$ cat src/rtl/mdio_pkg.sv
package mdio_pkg;
   localparam int FRAME_W = 32;
   localparam int DATA_W  = 16;
   localparam int TA_POS  = 14;   // frame bit offset (from MSB) of turnaround
   localparam int DAT_POS = 16;   // frame bit offset (from MSB) of data field

   typedef enum logic [1:0] {
      OP_WRITE = 2'b01,
      OP_READ  = 2'b10
   } mdio_op_e;

   function automatic logic is_read_op(input logic [FRAME_W-1:0] w);
      return w[29:28] == OP_READ;
   endfunction
endpackage

$ cat src/rtl/mdio_clk_div.sv
module mdio_clk_div #(
   parameter int DIV_HALF = 4
) (
   input  logic clk,
   input  logic rst_n,
   input  logic run,
   output logic mdc,
   output logic rise_stb,
   output logic fall_stb
);
   logic tick;
   logic mdc_q;

   generate
      if (DIV_HALF == 1) begin : g_nodiv
         assign tick = run;
      end else begin : g_div
         localparam int CW = $clog2(DIV_HALF);
         logic [CW-1:0] hcnt_q;
         assign tick = run && (hcnt_q == CW'(DIV_HALF - 1));
         always_ff @(posedge clk or negedge rst_n) begin
            if (!rst_n)    hcnt_q <= '0;
            else if (!run) hcnt_q <= '0;
            else if (tick) hcnt_q <= '0;
            else           hcnt_q <= hcnt_q + 1'b1;
         end
      end
   endgenerate

   always_ff @(posedge clk or negedge rst_n) begin
      if (!rst_n)    mdc_q <= 1'b0;
      else if (!run) mdc_q <= 1'b0;
      else if (tick) mdc_q <= ~mdc_q;
   end

   assign mdc      = mdc_q;
   assign rise_stb = tick && !mdc_q;
   assign fall_stb = tick && mdc_q;
endmodule

$ cat src/rtl/mdio_seq.sv
module mdio_seq
   import mdio_pkg::*;
#(
   parameter int PRE_LEN = 32
) (
   input  logic               clk,
   input  logic               rst_n,
   input  logic               start,
   input  logic [FRAME_W-1:0] cmd_in,
   input  logic               rise_stb,
   input  logic               fall_stb,
   input  logic               mdio_i,
   output logic               busy,
   output logic               mdio_o,
   output logic               mdio_oe,
   output logic [FRAME_W-1:0] frame
);
   localparam int TOT   = PRE_LEN + FRAME_W;
   localparam int IDX_W = $clog2(TOT + 1);

   logic [IDX_W-1:0]   idx_q;
   logic [IDX_W-1:0]   rel;
   logic [4:0]         pos5;
   logic [FRAME_W-1:0] frame_q;
   logic               busy_q;
   logic               in_pre;
   logic               rd_op;
   logic               hiz;
   logic               cap;
   logic               last;

   generate
      if (PRE_LEN > 0) begin : g_pre
         assign in_pre = idx_q < IDX_W'(PRE_LEN);
      end else begin : g_nopre
         assign in_pre = 1'b0;
      end
   endgenerate

   assign rel   = idx_q - IDX_W'(PRE_LEN);
   assign pos5  = 5'd31 - rel[4:0];
   assign rd_op = is_read_op(frame_q);
   assign hiz   = rd_op && !in_pre && (rel[4:0] >= 5'(TA_POS));
   assign cap   = rd_op && !in_pre && (rel[4:0] >= 5'(DAT_POS));
   assign last  = idx_q == IDX_W'(TOT - 1);

   always_ff @(posedge clk or negedge rst_n) begin
      if (!rst_n) begin
         frame_q <= '0;
         busy_q  <= 1'b0;
         idx_q   <= '0;
      end else if (start) begin
         frame_q <= cmd_in;
         busy_q  <= 1'b1;
         idx_q   <= '0;
      end else if (busy_q) begin
         if (rise_stb && cap) frame_q[pos5] <= mdio_i;
         if (fall_stb) begin
            if (last) busy_q <= 1'b0;
            else      idx_q  <= idx_q + 1'b1;
         end
      end
   end

   assign busy    = busy_q;
   assign mdio_oe = busy_q && !hiz;
   assign mdio_o  = !busy_q || in_pre || hiz || frame_q[pos5];
   assign frame   = frame_q;
endmodule

$ cat src/rtl/mdio_regs.sv
module mdio_regs
   import mdio_pkg::*;
#(
   parameter int ADDR_W   = 4,
   parameter int CTRL_IDX = 0,
   parameter int CMD_IDX  = 1
) (
   input  logic               clk,
   input  logic               rst_n,
   input  logic               bus_wr,
   input  logic [ADDR_W-1:0]  bus_addr,
   input  logic [FRAME_W-1:0] bus_wdata,
   input  logic               busy,
   input  logic [FRAME_W-1:0] frame,
   output logic               en,
   output logic               start,
   output logic [FRAME_W-1:0] bus_rdata
);
   localparam int EN_BIT   = 4;
   localparam int BUSY_BIT = 0;

   logic en_q;
   logic sel_ctrl;
   logic sel_cmd;

   assign sel_ctrl = bus_addr == ADDR_W'(CTRL_IDX);
   assign sel_cmd  = bus_addr == ADDR_W'(CMD_IDX);

   always_ff @(posedge clk or negedge rst_n) begin
      if (!rst_n)                en_q <= 1'b0;
      else if (bus_wr && sel_ctrl) en_q <= bus_wdata[EN_BIT];
   end

   assign start = bus_wr && sel_cmd && en_q && !busy;
   assign en    = en_q;

   always_comb begin
      bus_rdata = '0;
      if (sel_ctrl) begin
         bus_rdata[EN_BIT]   = en_q;
         bus_rdata[BUSY_BIT] = busy;
      end else if (sel_cmd) begin
         bus_rdata = frame;
      end
   end
endmodule

$ cat src/rtl/mdio_frame_engine.sv
module mdio_frame_engine #(
   parameter int DIV_HALF = 4,
   parameter int PRE_LEN  = 32,
   parameter int ADDR_W   = 4,
   parameter int CTRL_IDX = 0,
   parameter int CMD_IDX  = 1
) (
   input  logic              clk,
   input  logic              rst_n,
   input  logic              bus_wr,
   input  logic [ADDR_W-1:0] bus_addr,
   input  logic [31:0]       bus_wdata,
   output logic [31:0]       bus_rdata,
   output logic              busy,
   output logic              mdc,
   output logic              mdio_o,
   output logic              mdio_oe,
   input  logic              mdio_i
);
   generate
      if (DIV_HALF < 1) begin : g_bad_div
         $error("DIV_HALF must be at least 1");
      end
      if (PRE_LEN < 0 || PRE_LEN > 64) begin : g_bad_pre
         $error("PRE_LEN must lie in 0..64");
      end
      if (CTRL_IDX == CMD_IDX) begin : g_bad_map
         $error("CTRL_IDX and CMD_IDX must differ");
      end
      if (CTRL_IDX >= (1 << ADDR_W) || CMD_IDX >= (1 << ADDR_W)) begin : g_bad_aw
         $error("register index does not fit ADDR_W");
      end
   endgenerate

   logic        en_q;
   logic        start;
   logic [31:0] frame_q;
   logic        rise_stb;
   logic        fall_stb;

   mdio_regs #(
      .ADDR_W  (ADDR_W),
      .CTRL_IDX(CTRL_IDX),
      .CMD_IDX (CMD_IDX)
   ) u_regs (
      .clk      (clk),
      .rst_n    (rst_n),
      .bus_wr   (bus_wr),
      .bus_addr (bus_addr),
      .bus_wdata(bus_wdata),
      .busy     (busy),
      .frame    (frame_q),
      .en       (en_q),
      .start    (start),
      .bus_rdata(bus_rdata)
   );

   mdio_clk_div #(.DIV_HALF(DIV_HALF)) u_div (
      .clk     (clk),
      .rst_n   (rst_n),
      .run     (busy),
      .mdc     (mdc),
      .rise_stb(rise_stb),
      .fall_stb(fall_stb)
   );

   mdio_seq #(.PRE_LEN(PRE_LEN)) u_seq (
      .clk     (clk),
      .rst_n   (rst_n),
      .start   (start),
      .cmd_in  (bus_wdata),
      .rise_stb(rise_stb),
      .fall_stb(fall_stb),
      .mdio_i  (mdio_i),
      .busy    (busy),
      .mdio_o  (mdio_o),
      .mdio_oe (mdio_oe),
      .frame   (frame_q)
   );
endmodule

$ cat config.mk
export PLATFORM = sky130hd
export DESIGN_NAME = mdio_frame_engine
export DESIGN_NICKNAME = d
export VERILOG_FILES = /design/src/rtl/mdio_pkg.sv /design/src/rtl/mdio_clk_div.sv /design/src/rtl/mdio_seq.sv /design/src/rtl/mdio_regs.sv /design/src/rtl/mdio_frame_engine.sv
export SDC_FILE = /design/constraint.sdc
export NUM_CORES = 1
export LEC_CHECK = 0
export BUFFER_PORTS_ARGS = -buffer_cell sky130_fd_sc_hd__buf_2
export CAP_MARGIN = 20
export CORE_MARGIN = 2
export CORE_UTILIZATION = 50
export DETAILED_ROUTE_END_ITERATION = 8
export PLACE_DENSITY = 0.86
export SETUP_SLACK_MARGIN = 0.5
export SLEW_MARGIN = 0
export SYNTH_ARGS = -nofsm -noshare
export SYNTH_HDL_FRONTEND = slang
export SYNTH_SLANG_ARGS = --single-unit
$ cat constraint.sdc
create_clock -name clk -period 2.45 [get_ports clk]
set_clock_uncertainty 0.05 [all_clocks]
set_input_delay 0.3675 -clock clk [delete_from_list [all_inputs] [get_ports clk]]
set_output_delay 0.3675 -clock clk [all_outputs]
set_load 0.01 [all_outputs]
* Word-level counts from Yosys, hierarchy flattened *
Cells that the tools add are included.

word-level totals
  register bits after elaboration = 44
  input port bits = 40

cells by class
  $add $sub $neg = 4
  order comparisons = 5
  eq/ne operators = 6
  muxes and demuxes = 25
  bitwise operators = 1
  reductions and logical operators = 26

operator list
  operator               number
  $mux W32               4
  $bwmux W32             1
  $mux W7                4
  $mux W27               1
  $logic_and A1 B1 Y1    13
  $mux W1                10
  $add A7 B1 Y7 const B  1
  $eq A7 B6 Y1 const B   1
  $lt A7 B6 Y1 const B   1
  $lt A5 B6 Y1 const B   1
  $reduce_bool A2 Y1     3
  $bmux W1 S5            1
  $demux W1 S5           1
  $ge A5 B1 Y1 const B   1
  $ge A5 B4 Y1 const B   1
  $ge A5 B5 Y1 const B   1
  $sub A5 B1 Y5 const B  1
  $sub A5 B5 Y5 const A  1
  $eq A2 B2 Y1 const B   2
  $eq A4 B1 Y1 const B   1
  $logic_not A1 Y1       4
  $logic_not A4 Y1       1
  $mux W2                2
  $ne A2 B2 Y1 const B   2
  other kinds (6)        8

* Logic depth before layout (Yosys ltp) *
Gate-level depths: netlist (run 1).

  word-level depth = 10
  gate-level depth with buffers = 7
  depth with buffers taken out = 6

* By module *
A second synthesis (run 1) with hierarchy kept.

second synthesis, totals
  cell total of the unflattened synthesis = 274
  area, all modules = 2,796.4 µm²

by module, submodules not included
  module        instances  cells an instance  area an instance (µm²)
  mdio_seq      1          218                2,334.7
  mdio_regs     1          45                 326.6
  mdio_clk_div  1          11                 135.1

* Least setup slack after synthesis (run 1) *
OpenSTA, ideal clock, no wires.

  path kind = register to output
  start = register u_seq.idx_q[1]
  end = output port mdio_o
  arrival = 1.685 ns
  required time = 2.033 ns
  slack = 0.347 ns
  cell stages (with the launch flop) = 6
  buffers on the path = 1
  path through = dfrtp_1 > buf_6 > mux2_4 > a311oi_2 > nand3_1 > or4_1

on the way
  cells in the longest elaborated chain, start to end = 6

RTL lines
  item                                                   line                     text
  from (decl)                                            mdio_seq.sv:21           logic [IDX_W-1:0] idx_q;
  from (signal assigned)                                 mdio_seq.sv:60           else idx_q <= idx_q + 1'b1;
  branches (longest 5 deep; another with $sub A5 B1 Y5)  -
  $logic_or A1 B1 Y1 (*)                                 mdio_seq.sv:67           assign mdio_o = !busy_q || in_pre || hiz || frame_q[pos5];
  to (decl)                                              mdio_frame_engine.sv:16  output logic mdio_o,

Every way passes the cells marked *. The select of a mux whose other input is x is not followed.

* Final worst setup path (run 1) *
Same ends and word-level chain as after synthesis.

==> metrics.md, run 1 <==
| Metric | Value |
|---|---|
| RR Endpoint | u_seq.idx_q[4] |
| Area grow syn2layout | 34.2% |
| Reg2reg path depth | 12 |
| RSZ-0062 raised after global routing | true |
| CTS Buffer Depth | 2 |
| Number of diodes | 0 |
| Rel. slew slack | 0.593 |
| DIE AREA | 0.00602 mm2 |
| Ys async rst share | 1.00 |
| Clock root cell | clkbuf_8 |
| Worst hold path depth | 3 |
| Post-route setup slack | -186 ps |
| Yosys top cell area share | 0.406 |
| Post-Synth Simple-Gate Area | 0.228 |
| DR vias/cell | 5.76 |
| R2R Setup Slk | 300 ps |
| Worst setup SP type | flop |
| Post-route antenna net violation count | 0 |
| Slew Limit Fails | 0 |
| Antenna violations before repair | 0 |
| Hold Crit Class | in2reg |
| Power Dens Cells | 393 mW/mm2 |
| Pin count of the biggest net entering global routing | 45 |
| Crit path DAT | 2220 ps |
| Top area cells in the synthesized netlist | dfrtp_1, mux2i_1, and3_1 |
| Post-Synth Adder-Cell Area | 0.0231 |
| Yosys warning count | 0 |
| Max_cap viols | 0 |
| Tightest Pin Transition | 605 ps |
| CTS Buf Count | 5 |
| Hold Startpoint | bus_wdata[0] |
| Cell Area, Synth | 0.00271 mm2 |
| Core area | 0.00517 mm2 |
| Critical path class | reg2out |
| I/O pins | 76 |
| Port Buf Inserts | 75 |
| Fmax | 379 MHz |
| Tmin final | 2640 ps |
| Nets@finish | 406 |
| Die Ht | 77.6 um |
| Routed wire length | 7910 um |
| Largest family of logic cells by synthesized area | simple AND/OR/NAND/NOR gates |
| Worst Hold End | u_seq.frame[0] |
| Vias post-DR | 2487 |
| Worst EP required | 2030 ps |
| Number of global-route vias before repair | 2316 |
| Layout cells sized above 1 | 0.472 |
| RePlAce Congestion | 0.949 |
| DRT Pass-1 Iters | 5 |
| Skew-Pair Late Insertion Delay | 300 ps |
| H-Tree Depth | 2 |
| Post-synthesis compound-gate area fraction | 0.0753 |
| Mapped Nets | 314 |
| GRT Overall Usage | 0.235 |
| Critical Path End Type | primary output |
| Failing checks | negative setup slack |
| Mux contribution to synthesized area | 0.196 |
| Layout Utilization | 0.703 |
| Die W | 77.6 um |
| Global route overflow | 0 |
| Count of cell types in the netlist | 43 |
| Seq/Total Area, Yosys | 0.406 |
| Post-Syn Instances | 269 |
| # setup viols final | 1 |
| FP Rows | 26 |
| Synth Flop Type | dfrtp_1 |
| DRT iter0 DRCs | 261 |
| Post-synthesis register bit count | 44 |
| First-pass GRT wire length | 11200 um |
| Clk slew on worst S/H paths | 80 ps |
| Leakage Power | 1.84 nW |
| Final Hold Viols | 0 |
| Avg Cell Area, Syn | 10.1 um2 |
| CTS tree | built |
| Dpl ws | 153 ps |
| Synth area leader | dfrtp_1 |
| EDFF count, synth | 0 |
| Wirelength per Cell | 18.3 um |
| Post-synthesis xor/xnor area fraction | 0.0162 |
| Clock sink total | 44 |
| Drt drc | 0 |
| Outcome | finished, violations left |
| VDD IR-drop max | 0.252 mV |
| Final period util | 1.08 |
| Area post-placement | 0.00315 mm2 |
| Final HPWL DP | 4940 um |
| Initial core utilization | 0.524 |
| RR Startpoint | u_seq.idx_q[1] |
| Crit Path Max Fanout | 7 |
| Final instance area | 0.00364 mm2 |
critical path: stages, from the launching register on:
cell	delay [ps]
dfrtp_1	410
buf_6	150
mux2_4	320
a221oi_4	290
nor2_1	80
or4_4	520
buf_6	140
cells in the mapped netlist, drive strengths merged (2+ instances only):
master,instances
dfrtp,44
and3,32
mux2i,22
nand2,22
o21ai,20
mux2,19
buf,15
nand3,15
nor2,12
clkbuf,9
nand4,8
ha,5
a21oi,4
mux4,4
nor4,4
and2,3
inv,3
nand2b,3
xor2,3
a22o,2
nand3b,2
nor3,2
o21a,2
xnor2,2
worst max-delay path by stage:
stage	from	endpoint	cells after the start
2_1_floorplan	u_seq.idx_q[1]	mdio_o	5
3_3_place_gp	u_seq.idx_q[3]	mdio_o	5
6_report	u_seq.idx_q[1]	mdio_o	6
3_5_place_dp	u_seq.idx_q[1]	mdio_o	6
5_1_grt	u_seq.idx_q[1]	mdio_o	6
4_1_cts	u_seq.idx_q[1]	mdio_o	6
cells in the final DEF (no fill, tap or decap), types with 10 or more instances in the layout:
master / synthesis / layout
buf_2: 7 / 74
dfrtp_1: 44 / 40
and3_1: 32 / 32
nand2_1: 22 / 21
buf_4: 4 / 21
mux2i_1: 22 / 19
mux2_2: 17 / 17
o21ai_1: 3 / 16
nor2_1: 12 / 11
buf_6: 3 / 11
nand3_2: 0 / 10
cell families (layout without fill, tap and decap cells):
| group | count (synthesis) | after routing |
|---|---|---|
| compound gates | 33 | 33 |
| xor+xnor | 5 | 5 |
| fa+ha+maj | 5 | 5 |
| buf+inv | 27 | 120 |
| flops | 44 | 44 |
| mux | 45 | 45 |
| simple gates | 110 | 110 |
layer usage:
| layer | part of all wire | track usage | up-vias | wire length [um] |
|---|---|---|---|---|
| met4 | 0.029 | 0.0679 | 0 | 229 |
| met5 | 0 | 0 | - | 0 |
| li1 | - | - | 1158 | - |
| met3 | 0.061 | 0.0372 | 20 | 484 |
| met2 | 0.50 | 0.394 | 117 | 3980 |
| met1 | 0.41 | 0.314 | 1192 | 3210 |
registers in the layout, indices dropped and copies added (netlist names):
register,flops
u_seq.frame,32
u_seq.idx_q,7
u_div.g_div.hcnt_q,2
u_div.mdc,1
u_regs.en,1
u_seq.busy,1
through the flow:
stage | power [W] | cells | TNS [ps] | hold WS [ps]
after floorplan | 0.000807 | 269 | 0 | 21.9
after global placement | 0.000869 | 405 | 0 | 375
after detailed placement | 0.000873 | 405 | 0 | 388
after CTS | 0.00142 | 419 | -160 | 195
after global routing | 0.00147 | 432 | -236 | 231
final | 0.00143 | 432 | -186 | 215
what timing repair did:
action / CTS / global route
hold endpoints to repair: 0 / 13
buffers inserted: 6 / 10
endpoints found under the setup margin: 3 / 18
gates resized for setup: 8 / 52
hold buffers: 0 / 1
pin swaps: 6 / 25
cloned: 0 / 1
final cells by class:
class	instances	area [um2]
multi-input combinational	198	1630
fill	330	1540
sequential	44	1110
timing repair buffer	109	697
tap	70	87.6
clock buffer	6	72.6
clock inverter	2	35.0
inverter	3	11.3
report_power, final:
part / internal [W] / switching, W
combinational: 0.0000530 / 0.0000579
sequential: 0.000743 / 0.0000168
clock: 0.000303 / 0.000255
Note: power is estimated with default switching activity, not from simulation.
==> run 2: changes to the inputs <==
--- a/config.mk
+++ b/config.mk
@@ -8,9 +8,10 @@
 export BUFFER_PORTS_ARGS = -buffer_cell sky130_fd_sc_hd__buf_2
 export CAP_MARGIN = 20
 export CORE_MARGIN = 2
-export CORE_UTILIZATION = 50
+export CORE_UTILIZATION = 52
+export CTS_CLUSTER_DIAMETER = 200
 export DETAILED_ROUTE_END_ITERATION = 8
-export PLACE_DENSITY = 0.86
+export PLACE_DENSITY = 0.89
 export SETUP_SLACK_MARGIN = 0.5
 export SLEW_MARGIN = 0
 export SYNTH_ARGS = -nofsm -noshare
==> run 2 against run 1 <==
Effect of this change: via count is 4.0% lower; the flow finishes with violations (negative hold slack, negative setup slack); largest cell class unchanged; register-to-register slack better by 330 ps; design area is 5.9% lower.
==> metrics.md, run 2 (synthesis gave the netlist of run 1 again) <==
| Metric | Value |
|---|---|
| Critical path depth | 7 |
| Clock root cell | clkbuf_8 |
| Post-route antenna net violation count | 0 |
| Cell total after placement | 405 |
| Layout Utilization | 0.674 |
| Critical Path End Type | primary output |
| Worst EP required | 2030 ps |
| R2R Setup Slk | 630 ps |
| RePlAce Congestion | 0.935 |
| Die W | 76.2 um |
| CP Buf/Inv Count | 2 |
| Slew Limit Fails | 0 |
| Reg2reg path depth | 8 |
| Fill cells | 403 |
| CTS Buf Count | 5 |
| CTS Buffer Depth | 2 |
| Leakage Power | 1.78 nW |
| Worst setup SP type | flop |
| Failing checks | negative hold slack, negative setup slack |
| Area grow syn2layout | 26.3% |
| VDD IR-drop max | 0.248 mV |
| Max FFs per register | 32 |
| Clk slew on worst S/H paths | 90 ps |
| Layout cells sized above 1 | 0.406 |
| Multi-input gate area | 0.00148 mm2 |
| Post-route setup slack | -153 ps |
| Slowest stage delay, CP | 550 ps |
| Clock sink total | 44 |
| Register area | 0.00110 mm2 |
| I/O pins | 76 |
| Nets@finish | 396 |
| Number of global-route vias before repair | 2347 |
| RR Endpoint | u_seq.idx_q[5] |
| Drt drc | 0 |
| Port Buf Inserts | 75 |
| Crit path DAT | 2190 ps |
| Wirelength per Cell | 16.2 um |
| FP Rows | 26 |
| Hold Crit Class | in2async |
| Most common cell after layout, fill and taps aside | buf_2 |
| DRT Pass-1 Iters | 4 |
| Worst Hold Slack | -30.0 ps |
| Tightest Pin Transition | 503 ps |
| Routed wire length | 6850 um |
| Fmax | 384 MHz |
| DIE AREA | 0.00580 mm2 |
| Final Hold Viols | 19 |
| CP top delay family | simple AND/OR/NAND/NOR gates |
| Die Ht | 76.2 um |
| DR vias/cell | 5.66 |
| Number of diodes | 0 |
| # setup viols final | 1 |
| DRT iter0 DRCs | 168 |
| Layout Cells excl Fill | 422 |
| Rel. slew slack | 0.665 |
| Initial core utilization | 0.534 |
| Antenna violations before repair | 0 |
| Outcome | finished, violations left |
| Max_cap viols | 0 |
| Worst path cell trace | buf_12 > mux2i_1 > nor4_1 > a311oi_2 > nand3_1 > or4_4 > buf_6 |
| Most frequent cells in the layout | buf_2, dfrtp_1, and3_1 |
| Critical path class | reg2out |
| CTS tree | built |
| Skew-Pair Late Insertion Delay | 300 ps |
| # hold bufs at CTS | 0 |
| Crit path from | u_seq.idx_q[1] |
| Worst setup path endpoint | mdio_o |
| H-Tree Depth | 2 |
| Power Dens Cells | 426 mW/mm2 |
| GRT Overall Usage | 0.241 |
| Final period util | 1.06 |
| Pin count of the biggest net entering global routing | 45 |
| Core area | 0.00507 mm2 |
| Global route overflow | 0 |
| Crit Path Max Fanout | 11 |
| RSZ-0062 raised after global routing | true |
| Tmin final | 2600 ps |
| First-pass GRT wire length | 11300 um |
| Vias post-DR | 2387 |
| Final HPWL DP | 4850 um |
| RR Startpoint | u_seq.idx_q[1] |
| Critical path's slowest cell | or4_4 |
-- run 2: changes by cell type in the layout (fill, tap and decap cells not counted), sizes merged --
cell | before | now
dlygate4sd3 | 1 | 0
buf | 108 | 99
-- run 2: cell type report --
cell class                 instances  share of cell area
sequential                        44               0.322
tap                               70              0.0256
timing repair buffer              99               0.180
multi-input combinational        198               0.434
clock buffer                       6              0.0241
inverter                           3             0.00329
clock inverter                     2              0.0113
-- run 2: how the worst min path moves through the flow --
| stage | slack (ps) | to | start | cells after the start |
|---|---|---|---|---|
| 5_1_grt | 5 | u_seq.frame[23] | rst_n | 1 |
| 2_1_floorplan | 20 | u_div.g_div.hcnt_q[0] | rst_n | 0 |
| 3_3_place_gp | 370 | u_div.g_div.hcnt_q[0] | u_div.g_div.hcnt_q[0] | 1 |
| 4_1_cts | 200 | u_seq.frame[17] | rst_n | 1 |
| 6_report | -30 | u_seq.frame[16] | rst_n | 1 |
| 3_5_place_dp | 410 | u_div.g_div.hcnt_q[0] | u_div.g_div.hcnt_q[0] | 1 |
-- run 2: per-stage QoR --
| step | setup TNS (ps) | setup WS [ps] | total power, W | area (um2) |
|---|---|---|---|---|
| floorplan | 0 | 396 | 0.000807 | 2710 |
| global placement | 0 | 215 | 0.000869 | 3170 |
| detailed placement | 0 | 173 | 0.000874 | 3170 |
| CTS | -136 | -136 | 0.00146 | 3360 |
| global route | -221 | -221 | 0.00151 | 3420 |
| finish | -153 | -153 | 0.00146 | 3420 |
-- run 2: routing by layer --
metal | vias to the layer above | global-route usage | wire, um
li1 | 1133 | - | -
met1 | 1149 | 0.313 | 2890
met2 | 88 | 0.406 | 3420
met3 | 17 | 0.0379 | 373
met4 | 0 | 0.0964 | 162
met5 | - | 0 | 0
-- run 2: power breakdown --
part | leakage (nW) | total [W] | internal (W) | switching, W
Combinational | 1.16 | 0.000106 | 0.0000509 | 0.0000548
Sequential | 0.554 | 0.000759 | 0.000743 | 0.0000164
Clock | 0.0614 | 0.000592 | 0.000334 | 0.000258
Total | 1.78 | 0.00146 | 0.00113 | 0.000330
-- run 2: timing repair --
| item | 4_1_cts | 5_1_grt |
|---|---|---|
| pin swaps | 3 | 2 |
| gates resized for setup | 4 | 6 |
| setup buffers | 6 | 2 |
| setup endpoints to repair | 3 | 12 |
| cloned | 0 | 0 |
| endpoints found under the hold margin | 0 | 0 |
==> run 3: changes to the inputs <==
--- a/config.mk
+++ b/config.mk
@@ -7,8 +7,10 @@
 export LEC_CHECK = 0
 export BUFFER_PORTS_ARGS = -buffer_cell sky130_fd_sc_hd__buf_2
 export CAP_MARGIN = 20
+export CELL_PAD_IN_SITES_DETAIL_PLACEMENT = 2
+export CELL_PAD_IN_SITES_GLOBAL_PLACEMENT = 2
 export CORE_MARGIN = 2
-export CORE_UTILIZATION = 52
+export CORE_UTILIZATION = 32
 export CTS_CLUSTER_DIAMETER = 200
 export DETAILED_ROUTE_END_ITERATION = 8
 export PLACE_DENSITY = 0.89
==> run 3 against run 2 <==
Effect of this change: the run ends with negative setup slack left; register-to-register slack got worse by 270 ps; cell count is 11% higher; fmax shrank 6.3%; clock power up 2%; non-clock buffer count increased by 11; clock-buffer cell count is 1 lower; wire length increased by 69%; sequential power is 0.7% higher; flip-flop and latch count unchanged; hold slack better by 230 ps; largest power group unchanged.
==> metrics.md, run 3 (synthesis gave the netlist of run 1 again) <==
| Metric | Value |
|---|---|
| First-pass GRT wire length | 16400 um |
| Worst path cell trace | buf_6 > mux2i_1 > nor4_1 > o21ai_1 > nand3_1 > or4_4 > buf_6 |
| Initial core utilization | 0.330 |
| Number of global-route vias before repair | 2851 |
| DRT Pass-1 Iters | 4 |
| Port Buf Inserts | 75 |
| Rel. slew slack | 0.524 |
| Post-route antenna net violation count | 0 |
| Fmax | 360 MHz |
| CP Buf/Inv Count | 2 |
| Max_cap viols | 0 |
| Worst setup SP type | flop |
| Tightest Pin Transition | 712 ps |
| # setup viols final | 1 |
| Max FFs per register | 32 |
| Slew Limit Fails | 0 |
| Die Ht | 96.0 um |
| CP top delay family | simple AND/OR/NAND/NOR gates |
| RSZ-0062 raised after global routing | true |
| Drt drc | 0 |
| Failing checks | negative setup slack |
| Core area | 0.00822 mm2 |
| Crit path DAT | 2360 ps |
| DR vias/cell | 5.61 |
| Area grow syn2layout | 38.0% |
| Power Dens Cells | 398 mW/mm2 |
| Wirelength per Cell | 24.8 um |
| Final Hold Viols | 0 |
| CTS Buf Count | 5 |
| Pin count of the biggest net entering global routing | 31 |
| Most frequent cells in the layout | buf_2, dfrtp_1, and3_1 |
| Clk slew on worst S/H paths | 100 ps |
| FP Rows | 33 |
| Clock sink total | 44 |
| Most common cell after layout, fill and taps aside | buf_2 |
| Routed wire length | 11600 um |
| Outcome | finished, violations left |
| Setup_tns | -328 ps |
| RePlAce Congestion | 0.885 |
| Crit Path Max Fanout | 8 |
| DRT iter0 DRCs | 151 |
| Vias post-DR | 2626 |
| Post-route setup slack | -328 ps |
| Die W | 96.0 um |
| Hold Crit Class | in2reg |
| Slowest stage delay, CP | 560 ps |
| Leakage Power | 1.82 nW |
| VDD IR-drop max | 0.184 mV |
| Skew-Pair Late Insertion Delay | 320 ps |
| CP dominant cell by count | buf_6 |
| DIE AREA | 0.00922 mm2 |
| GRT Overall Usage | 0.241 |
| Clock root cell | clkbuf_8 |
| Critical Path End Type | primary output |
| Worst EP required | 2030 ps |
| Nets@finish | 407 |
| H-Tree Depth | 2 |
| CTS tree | built |
| Layout Utilization | 0.455 |
| Global route overflow | 0 |
| Critical path's slowest cell | or4_4 |
| Layout cells sized above 1 | 0.488 |
| Critical path class | reg2out |
| Final period util | 1.13 |
| Antenna violations before repair | 0 |
| Number of diodes | 0 |
| CTS Buffer Depth | 2 |
| Tmin final | 2780 ps |
| I/O pins | 76 |
| Final HPWL DP | 6970 um |
| Worst Hold Slack | 204 ps |
[run 3: changes by cell type in the layout (fill, tap and decap cells not counted), moves of 4 or more]
cell / previous run / this run
o21ai_0: 16 / 3
o21ai_1: 4 / 17
nand3_1: 15 / 3
buf_6: 3 / 9
nand3_2: 0 / 6
nand3_4: 0 / 6
mux2i_1: 21 / 16
buf_4: 19 / 23
[run 3: routing by layer]
metal / global-route usage / part of all wire
met5: 0 / 0
met3: 0.0329 / 0.051
met4: 0.0667 / 0.038
met1: 0.305 / 0.39
met2: 0.427 / 0.52
[run 3: worst reg2reg max path: cells and delay by family (launching register included)]
kind / cells / cell delay [ps]
compound gates: 1 / 80
flops: 1 / 480
mux: 1 / 220
simple gates: 3 / 690
buf+inv: 3 / 470
[run 3: path summary, 6_finish.rpt]
| path | start | to | slack (ps) | cells past startpoint |
|---|---|---|---|---|
| setup / recovery | u_seq.idx_q[1] | mdio_o | -330 | 7 |
| setup reg to reg | u_seq.idx_q[4] | u_seq.frame[11] | 360 | 8 |
| max in group asynchronous | rst_n | u_seq.frame[28] | 1120 | 3 |
| min in group asynchronous | rst_n | u_seq.frame[7] | 480 | 2 |
| hold / removal | bus_wdata[0] | u_seq.frame[0] | 200 | 3 |
| hold reg to reg | u_seq.frame[26] | u_seq.frame[26] | 510 | 1 |
[run 3: where the power goes]
group	switching, W	internal [W]
Combinational	0.0000681	0.0000533
Clock	0.000296	0.000308
Sequential	0.0000217	0.000743
[run 3: layout make-up]
cell class              instances  area, um2
fillers                       873       4480
flip-flops and latches         44       1110
well taps                     105        131
clock buffers                   5       68.8
clock inverters                 3       46.3
inverters                       3       11.3
repair buffers                110        709
multi-input cells             198       1670
[run 3: stage by stage]
stage	worst slack, ps	instances	total power [W]	cell area, um2
finish	-328	468	0.00149	3740
global route	-360	468	0.00154	3740
CTS	-165	464	0.00147	3520
detailed placement	81.5	443	0.000885	3230
global placement	213	443	0.000876	3230
floorplan	396	269	0.000807	2710
[run 3: what timing repair did]
action	4_1_cts	5_1_grt
pin swaps	7	4
resized for setup	16	51
hold buffers	1	0
setup endpoints to repair	11	26
setup buffers	12	3
cloned	0	1
endpoints found under the hold margin	18	0
